==> config.mk <==
export PLATFORM = sky130hd
export DESIGN_NAME = vb_digit_unit
export DESIGN_NICKNAME = d
export VERILOG_FILES = /design/src/rtl/vb_pkg.sv /design/src/rtl/vb_geom.sv /design/src/rtl/vb_splitter.sv /design/src/rtl/vb_carry_release.sv /design/src/rtl/vb_mersenne_fold.sv /design/src/rtl/vb_digit_unit.sv
export SDC_FILE = /design/constraint.sdc
export NUM_CORES = 2
export LEC_CHECK = 0
export BUFFER_PORTS_ARGS = -buffer_cell sky130_fd_sc_hd__buf_2
export CAP_MARGIN = 20
export CORE_MARGIN = 3
export CORE_UTILIZATION = 25
export CTS_CLUSTER_SIZE = 20
export DETAILED_ROUTE_END_ITERATION = 8
export PLACE_DENSITY = 0.45
export SLEW_MARGIN = 5
export SYNTH_ARGS = -nofsm -noshare
export SYNTH_HDL_FRONTEND = slang
export SYNTH_SLANG_ARGS = --single-unit
==> constraint.sdc <==
create_clock -name clk_i -period 25.2 [get_ports clk_i]
set_input_delay 3.78 -clock clk_i [delete_from_list [all_inputs] [get_ports clk_i]]
set_output_delay 3.78 -clock clk_i [all_outputs]
set_load 0.05 [all_outputs]
==> src/rtl/vb_pkg.sv <==
package vb_pkg;
  typedef enum logic {SPL_IDLE, SPL_RUN} spl_state_e;
endpackage

==> src/rtl/vb_geom.sv <==
module vb_geom #(
  parameter int N  = 4,
  parameter int QW = 7,
  parameter int IW = 2
) (
  input  logic [QW-1:0] q_i,
  input  logic [IW-1:0] idx_i,
  output logic [QW-1:0] off_o,
  output logic [QW-1:0] wid_o
);
  localparam int PW = QW + IW + 1;
  logic [PW-1:0] lo_p, hi_p, lo_c, hi_c;

  // ceil(q*j/N) with N a power of two
  always_comb begin
    lo_p  = PW'(q_i) * PW'(idx_i) + PW'(N - 1);
    hi_p  = PW'(q_i) * (PW'(idx_i) + PW'(1)) + PW'(N - 1);
    lo_c  = lo_p >> IW;
    hi_c  = hi_p >> IW;
    off_o = QW'(lo_c);
    wid_o = QW'(hi_c - lo_c);
  end
endmodule

==> src/rtl/vb_splitter.sv <==
module vb_splitter #(
  parameter int N     = 4,
  parameter int QMAX  = 64,
  parameter int QW    = 7,
  parameter int IW    = 2,
  parameter int DWMAX = 16
) (
  input  logic             clk_i,
  input  logic             rst_ni,
  input  logic             start_i,
  input  logic [QW-1:0]    q_i,
  input  logic [QMAX-1:0]  val_i,
  output logic             valid_o,
  output logic [IW-1:0]    idx_o,
  output logic [DWMAX-1:0] digit_o
);
  import vb_pkg::*;

  spl_state_e      st_q;
  logic [QW-1:0]   q_r;
  logic [QMAX-1:0] val_r;
  logic [IW-1:0]   idx_r;
  logic [QW-1:0]   off, wid;
  logic [QMAX-1:0] in_mask, shv, dmask;

  vb_geom #(.N(N), .QW(QW), .IW(IW)) u_geom (
    .q_i(q_r), .idx_i(idx_r), .off_o(off), .wid_o(wid)
  );

  assign in_mask = (QMAX'(1) << q_i) - QMAX'(1);

  always_ff @(posedge clk_i or negedge rst_ni) begin
    if (!rst_ni) begin
      st_q  <= SPL_IDLE;
      q_r   <= '0;
      val_r <= '0;
      idx_r <= '0;
    end else begin
      case (st_q)
        SPL_IDLE: if (start_i) begin
          val_r <= val_i & in_mask;
          q_r   <= q_i;
          idx_r <= '0;
          st_q  <= SPL_RUN;
        end
        default: begin
          idx_r <= idx_r + IW'(1);
          if (idx_r == IW'(N - 1)) st_q <= SPL_IDLE;
        end
      endcase
    end
  end

  always_comb begin
    shv     = val_r >> off;
    dmask   = (QMAX'(1) << wid) - QMAX'(1);
    digit_o = DWMAX'(shv & dmask);
  end

  assign valid_o = (st_q == SPL_RUN);
  assign idx_o   = idx_r;
endmodule

==> src/rtl/vb_carry_release.sv <==
module vb_carry_release #(
  parameter int N    = 4,
  parameter int QMAX = 64,
  parameter int QW   = 7,
  parameter int IW   = 2,
  parameter int DW   = 24,
  parameter int VW   = 66
) (
  input  logic                 clk_i,
  input  logic                 rst_ni,
  input  logic                 valid_i,
  input  logic [QW-1:0]        q_i,
  input  logic signed [DW-1:0] digit_i,
  output logic                 load_o,
  output logic signed [VW-1:0] v_o,
  output logic [QW-1:0]        q_o
);
  localparam int TW = DW + 2;

  logic [IW-1:0]        cnt_r;
  logic [QW-1:0]        q_r, q_eff;
  logic [QMAX-1:0]      r_r, r_eff, r_new;
  logic signed [DW:0]   c_r, c_eff, c_new;
  logic signed [TW-1:0] t, c_wide;
  logic [TW-1:0]        tmask, low;
  logic [QW-1:0]        off, wid;
  logic signed [VW-1:0] v_new;
  logic                 first;

  vb_geom #(.N(N), .QW(QW), .IW(IW)) u_geom (
    .q_i(q_eff), .idx_i(cnt_r), .off_o(off), .wid_o(wid)
  );

  always_comb begin
    first  = (cnt_r == '0);
    q_eff  = first ? q_i : q_r;
    r_eff  = first ? '0 : r_r;
    c_eff  = first ? '0 : c_r;
    t      = $signed({{2{digit_i[DW-1]}}, digit_i}) + $signed({c_eff[DW], c_eff});
    tmask  = (TW'(1) << wid) - TW'(1);
    low    = t & tmask;
    c_wide = t >>> wid;           // floor division keeps borrows exact
    c_new  = c_wide[DW:0];
    r_new  = r_eff | (QMAX'(low) << off);
    v_new  = $signed({2'b00, r_new}) + $signed({{(VW-DW-1){c_new[DW]}}, c_new});
  end

  always_ff @(posedge clk_i or negedge rst_ni) begin
    if (!rst_ni) begin
      cnt_r  <= '0;
      q_r    <= '0;
      r_r    <= '0;
      c_r    <= '0;
      load_o <= 1'b0;
      v_o    <= '0;
    end else begin
      load_o <= 1'b0;
      if (valid_i) begin
        cnt_r <= cnt_r + IW'(1);
        q_r   <= q_eff;
        r_r   <= r_new;
        c_r   <= c_new;
        if (cnt_r == IW'(N - 1)) begin
          load_o <= 1'b1;
          v_o    <= v_new;
        end
      end
    end
  end

  assign q_o = q_r;
endmodule

==> src/rtl/vb_mersenne_fold.sv <==
module vb_mersenne_fold #(
  parameter int QMAX = 64,
  parameter int QW   = 7,
  parameter int VW   = 66
) (
  input  logic                 clk_i,
  input  logic                 rst_ni,
  input  logic                 load_i,
  input  logic signed [VW-1:0] v_i,
  input  logic [QW-1:0]        q_i,
  output logic                 res_valid_o,
  output logic [QMAX-1:0]      res_o
);
  logic signed [VW-1:0] v_r, lo_part, hi_part, nxt;
  logic [VW-1:0]        qmask;
  logic [QW-1:0]        q_r;
  logic                 busy_r, in_range;

  always_comb begin
    qmask    = (VW'(1) << q_r) - VW'(1);
    lo_part  = $signed(v_r & qmask);
    hi_part  = v_r >>> q_r;        // 2^q == 1 mod M
    nxt      = lo_part + hi_part;
    in_range = !v_r[VW-1] && ((v_r >> q_r) == '0);
  end

  always_ff @(posedge clk_i or negedge rst_ni) begin
    if (!rst_ni) begin
      v_r         <= '0;
      q_r         <= '0;
      busy_r      <= 1'b0;
      res_valid_o <= 1'b0;
      res_o       <= '0;
    end else begin
      res_valid_o <= 1'b0;
      if (load_i) begin
        v_r    <= v_i;
        q_r    <= q_i;
        busy_r <= 1'b1;
      end else if (busy_r) begin
        if (in_range) begin
          busy_r      <= 1'b0;
          res_valid_o <= 1'b1;
          res_o       <= ($unsigned(v_r) == qmask) ? '0 : v_r[QMAX-1:0];
        end else begin
          v_r <= nxt;
        end
      end
    end
  end
endmodule

==> src/rtl/vb_digit_unit.sv <==
module vb_digit_unit #(
  parameter  int N     = 4,
  parameter  int QMAX  = 64,
  parameter  int DW    = 24,
  localparam int IW    = $clog2(N),
  localparam int QW    = $clog2(QMAX + 1),
  localparam int DWMAX = (QMAX + N - 1) / N,
  localparam int VW    = QMAX + 2
) (
  input  logic                 clk_i,
  input  logic                 rst_ni,
  input  logic                 split_start_i,
  input  logic [QW-1:0]        split_q_i,
  input  logic [QMAX-1:0]      split_val_i,
  output logic                 digit_valid_o,
  output logic [IW-1:0]        digit_idx_o,
  output logic [DWMAX-1:0]     digit_o,
  input  logic                 rb_valid_i,
  input  logic [QW-1:0]        rb_q_i,
  input  logic signed [DW-1:0] rb_digit_i,
  output logic                 res_valid_o,
  output logic [QMAX-1:0]      res_o
);
  logic                 load;
  logic signed [VW-1:0] v_load;
  logic [QW-1:0]        q_load;

  vb_splitter #(.N(N), .QMAX(QMAX), .QW(QW), .IW(IW), .DWMAX(DWMAX)) u_split (
    .clk_i, .rst_ni,
    .start_i(split_start_i), .q_i(split_q_i), .val_i(split_val_i),
    .valid_o(digit_valid_o), .idx_o(digit_idx_o), .digit_o(digit_o)
  );

  vb_carry_release #(.N(N), .QMAX(QMAX), .QW(QW), .IW(IW), .DW(DW), .VW(VW)) u_carry (
    .clk_i, .rst_ni,
    .valid_i(rb_valid_i), .q_i(rb_q_i), .digit_i(rb_digit_i),
    .load_o(load), .v_o(v_load), .q_o(q_load)
  );

  vb_mersenne_fold #(.QMAX(QMAX), .QW(QW), .VW(VW)) u_fold (
    .clk_i, .rst_ni,
    .load_i(load), .v_i(v_load), .q_i(q_load),
    .res_valid_o, .res_o
  );
endmodule

==> flow_summary_export.csv <==
group,metric,value,unit
run_status,status,"finished, final reports clean",
hold_path,worst_hold_path_type,"reg -> reg",
global_route,grt_first_pass_wirelength,273,mm
synth,synth_warnings,0,
floorplanning,fp.coreArea,0.168,mm^2
synth,synth_seq_cells,378,
floorplanning,dieArea,0.175,mm^2
route,viasPerCell,5.61,
route,drt_iter0_markers,4464,
clock_tree,root_buf_cell,"clkbuf_16",
sta,final.setup.tns,0,ps
route,antenna_violating_nets_post_route,0,
worst_setup_path,critical_path_arrival,16000,ps
synth,syn_nets,5903,
synth,synth_seq_area_share,0.223,
global_route,first_global_vias,41211,
route,drc_errors,0,
floorplanning,placement_rows,150,
floorplanning,dieWidth,418,um
worst_setup_path,critPathKind,"in -> reg",
global_route,maximum_number_of_pins_on_one_net_before_global_route_repair,110,
synth,netlist_instances,5486,
global_route,global_routing_usage_summed_across_all_routing_layers,0.201,
sta,tmin_final,15460,ps
clock_tree,cts_hold_buffers,0,
worst_setup_path,critical_path_peak_fanout,55,
cells_and_area,synthToLayoutAreaGrowth,11.4,%
global_route,antenna_found_initial,14,
clock_tree,numCtsBuffers,52,
worst_setup_path,slowest_delay,950,ps
synth,mappedNetlistArea,0.0425,mm^2
cells_and_area,most_common_library_cell_in_the_layout_ignoring_fill_and_taps,"nand2_1",
clock_tree,cts.path.max_buffers,3,
worst_setup_path,cp_slowest_cell,"a2111oi_0",
floorplanning,die_height,418,um
synth,syn_area_per_cell,7.74,um^2
cells_and_area,finish.net_count,5853,
job,max-cap-violations,0,
cells_and_area,most-common-layout-cells,"882 x nand2_1, 501 x o21ai_0, 453 x nor2_1",
synth,yosys.cell_types.count,89,
sta,grt_setup_unrepaired,"false",
route,drtPass1Iterations,6,
synth,synth_enable_flop_cells,0,
synth,asyncSetResetFlopFracSynth,1.00,
clock_tree,h-tree-depth,2,
worst_setup_path,worstSetupStartpointType,"input pin",
sta,timing.max_slew.rel_slack,0.166,
placement,dp.final_hpwl,140,mm
sta,worstMarginPinSlew,1240,ps
sta,min_period_over_period,0.613,
sta,slew_viol_final,0,
clock_tree,worst_skew_pair_latency,660,ps
worst_setup_path,critical_path.n_buffers_inverters,6,
global_route,globalRouteOverflowTotal,0,
clock_tree,post_cts_buffers,0,
worst_setup_path,worst_path_most_repeated_cell,"ha_1",
placement,port_buffers,189,
clock_tree,tritoncts_clock_tree,"built",
worst_setup_path,worstPathRequired,25740,ps
worst_setup_path,cp-end-kind,"register",
clock_tree,cts.sink_count,378,
worst_setup_path,timing.critical_path.max_delay_family,"compound AO/OA/AOI/OAI gates",
route,detail_route.wirelength,183,mm
worst_setup_path,setup.reg_to_reg.worst_slack,10980,ps
sta,max_clock_freq,64.7,MHz
synth,synthFlopType,"dfrtp_1",
clock_tree,cts_repair_resized_insts,0,
sta,setup-violations-final,0,
sta,finalHoldViolCount,0,
sta,fin_worst_skew,29.0,ps
floorplanning,start_util,0.253,
route,wl_per_cell,23.8,um
floorplanning,io_pins,190,
placement,finalWeightedCongestion,0.980,
clock_tree,cts.clk_slew.worst_paths,60,ps
route,dr_total_vias,43088,
cells_and_area,final_layout_size_suffix_gt1_frac,0.114,
==> area by class of cell <==
type,instances,area [um^2]
inverters,127,477
clock inverters,26,300
well taps,2204,2760
flip-flops and latches,378,9470
multi-input cells,4600,31200
clock buffers,68,1470
diodes,3,7.51
fillers,18296,121000
repair buffers,277,1620
==> sequential cells by signal, summed over array words and instances, names as in the netlist, 2 cells and up <==
| register | flops |
|---|---|
| u_split.idx_o | 2 |
| u_fold.v_r | 66 |
| u_carry.cnt_r | 2 |
| u_split.q_r | 7 |
| u_fold.q_r | 7 |
| u_fold.res_o | 64 |
| u_carry.r_r | 64 |
| u_carry.q_o | 7 |
| u_carry.c_r | 25 |
| u_carry.v_o | 66 |
| u_split.val_r | 64 |
==> worst min-delay path: cells and delay by family, from the launching register on <==
kind,cells,cell delay (ps)
and+or+nand+nor,2,90
DFF,1,340
==> final timing paths <==
kind	start	to	cells after the start
setup / recovery	rb_q_i[1]	u_carry.v_o[64]	40
hold / removal	u_carry.v_o[34]	u_carry.v_o[34]	2
setup reg to reg	u_carry.cnt_r[0]	u_carry.v_o[64]	42
hold reg to reg	u_carry.v_o[34]	u_carry.v_o[34]	2
max in group asynchronous	rst_ni	u_carry.r_r[50]	3
min in group asynchronous	rst_ni	u_fold.res_o[7]	1
==> routing by layer <==
| metal | GRT usage | vias up | part of all wire |
|---|---|---|---|
| li1 | - | 20188 | - |
| met1 | 0.290 | 20950 | 0.47 |
| met2 | 0.307 | 1632 | 0.43 |
| met3 | 0.0205 | 314 | 0.058 |
| met4 | 0.0775 | 4 | 0.041 |
| met5 | 0 | - | 0.00013 |
==> through the flow <==
step	setup WS (ps)	cells	area, um^2	hold WS [ps]	util
floorplan	10460	5486	42500	438	-
global placement	9260	7585	45600	453	0.271
detailed placement	9210	7586	45600	461	0.271
CTS	9920	7680	47300	476	0.282
global route	8920	7683	47400	493	0.282
finish	9740	7683	47400	468	0.282
==> Yosys cell counts, types with 110 or more instances <==
library cell	n	area (um^2)
dfrtp_1	378	9460
ha_1	292	3650
nor2_1	453	1700
nand3_1	128	641
a21oi_1	435	2180
nand2_1	886	3330
clkbuf_1	317	1190
o21ai_0	501	2510
mux4_2	110	2480
inv_1	116	435
mux2i_1	224	2240
a21o_1	126	946
==> cells by family after synthesis <==
family,count (synthesis),share of synthesized area
flops,378,0.223
compound gates,1773,0.267
mux,404,0.130
fa+ha+maj,311,0.0949
xor+xnor,181,0.0383
buf+inv,508,0.0457
simple gates,1931,0.201
Power is left out: the tool's default activity adds up to more than one toggle a clock period on the data nets, which glitch-free logic cannot reach.
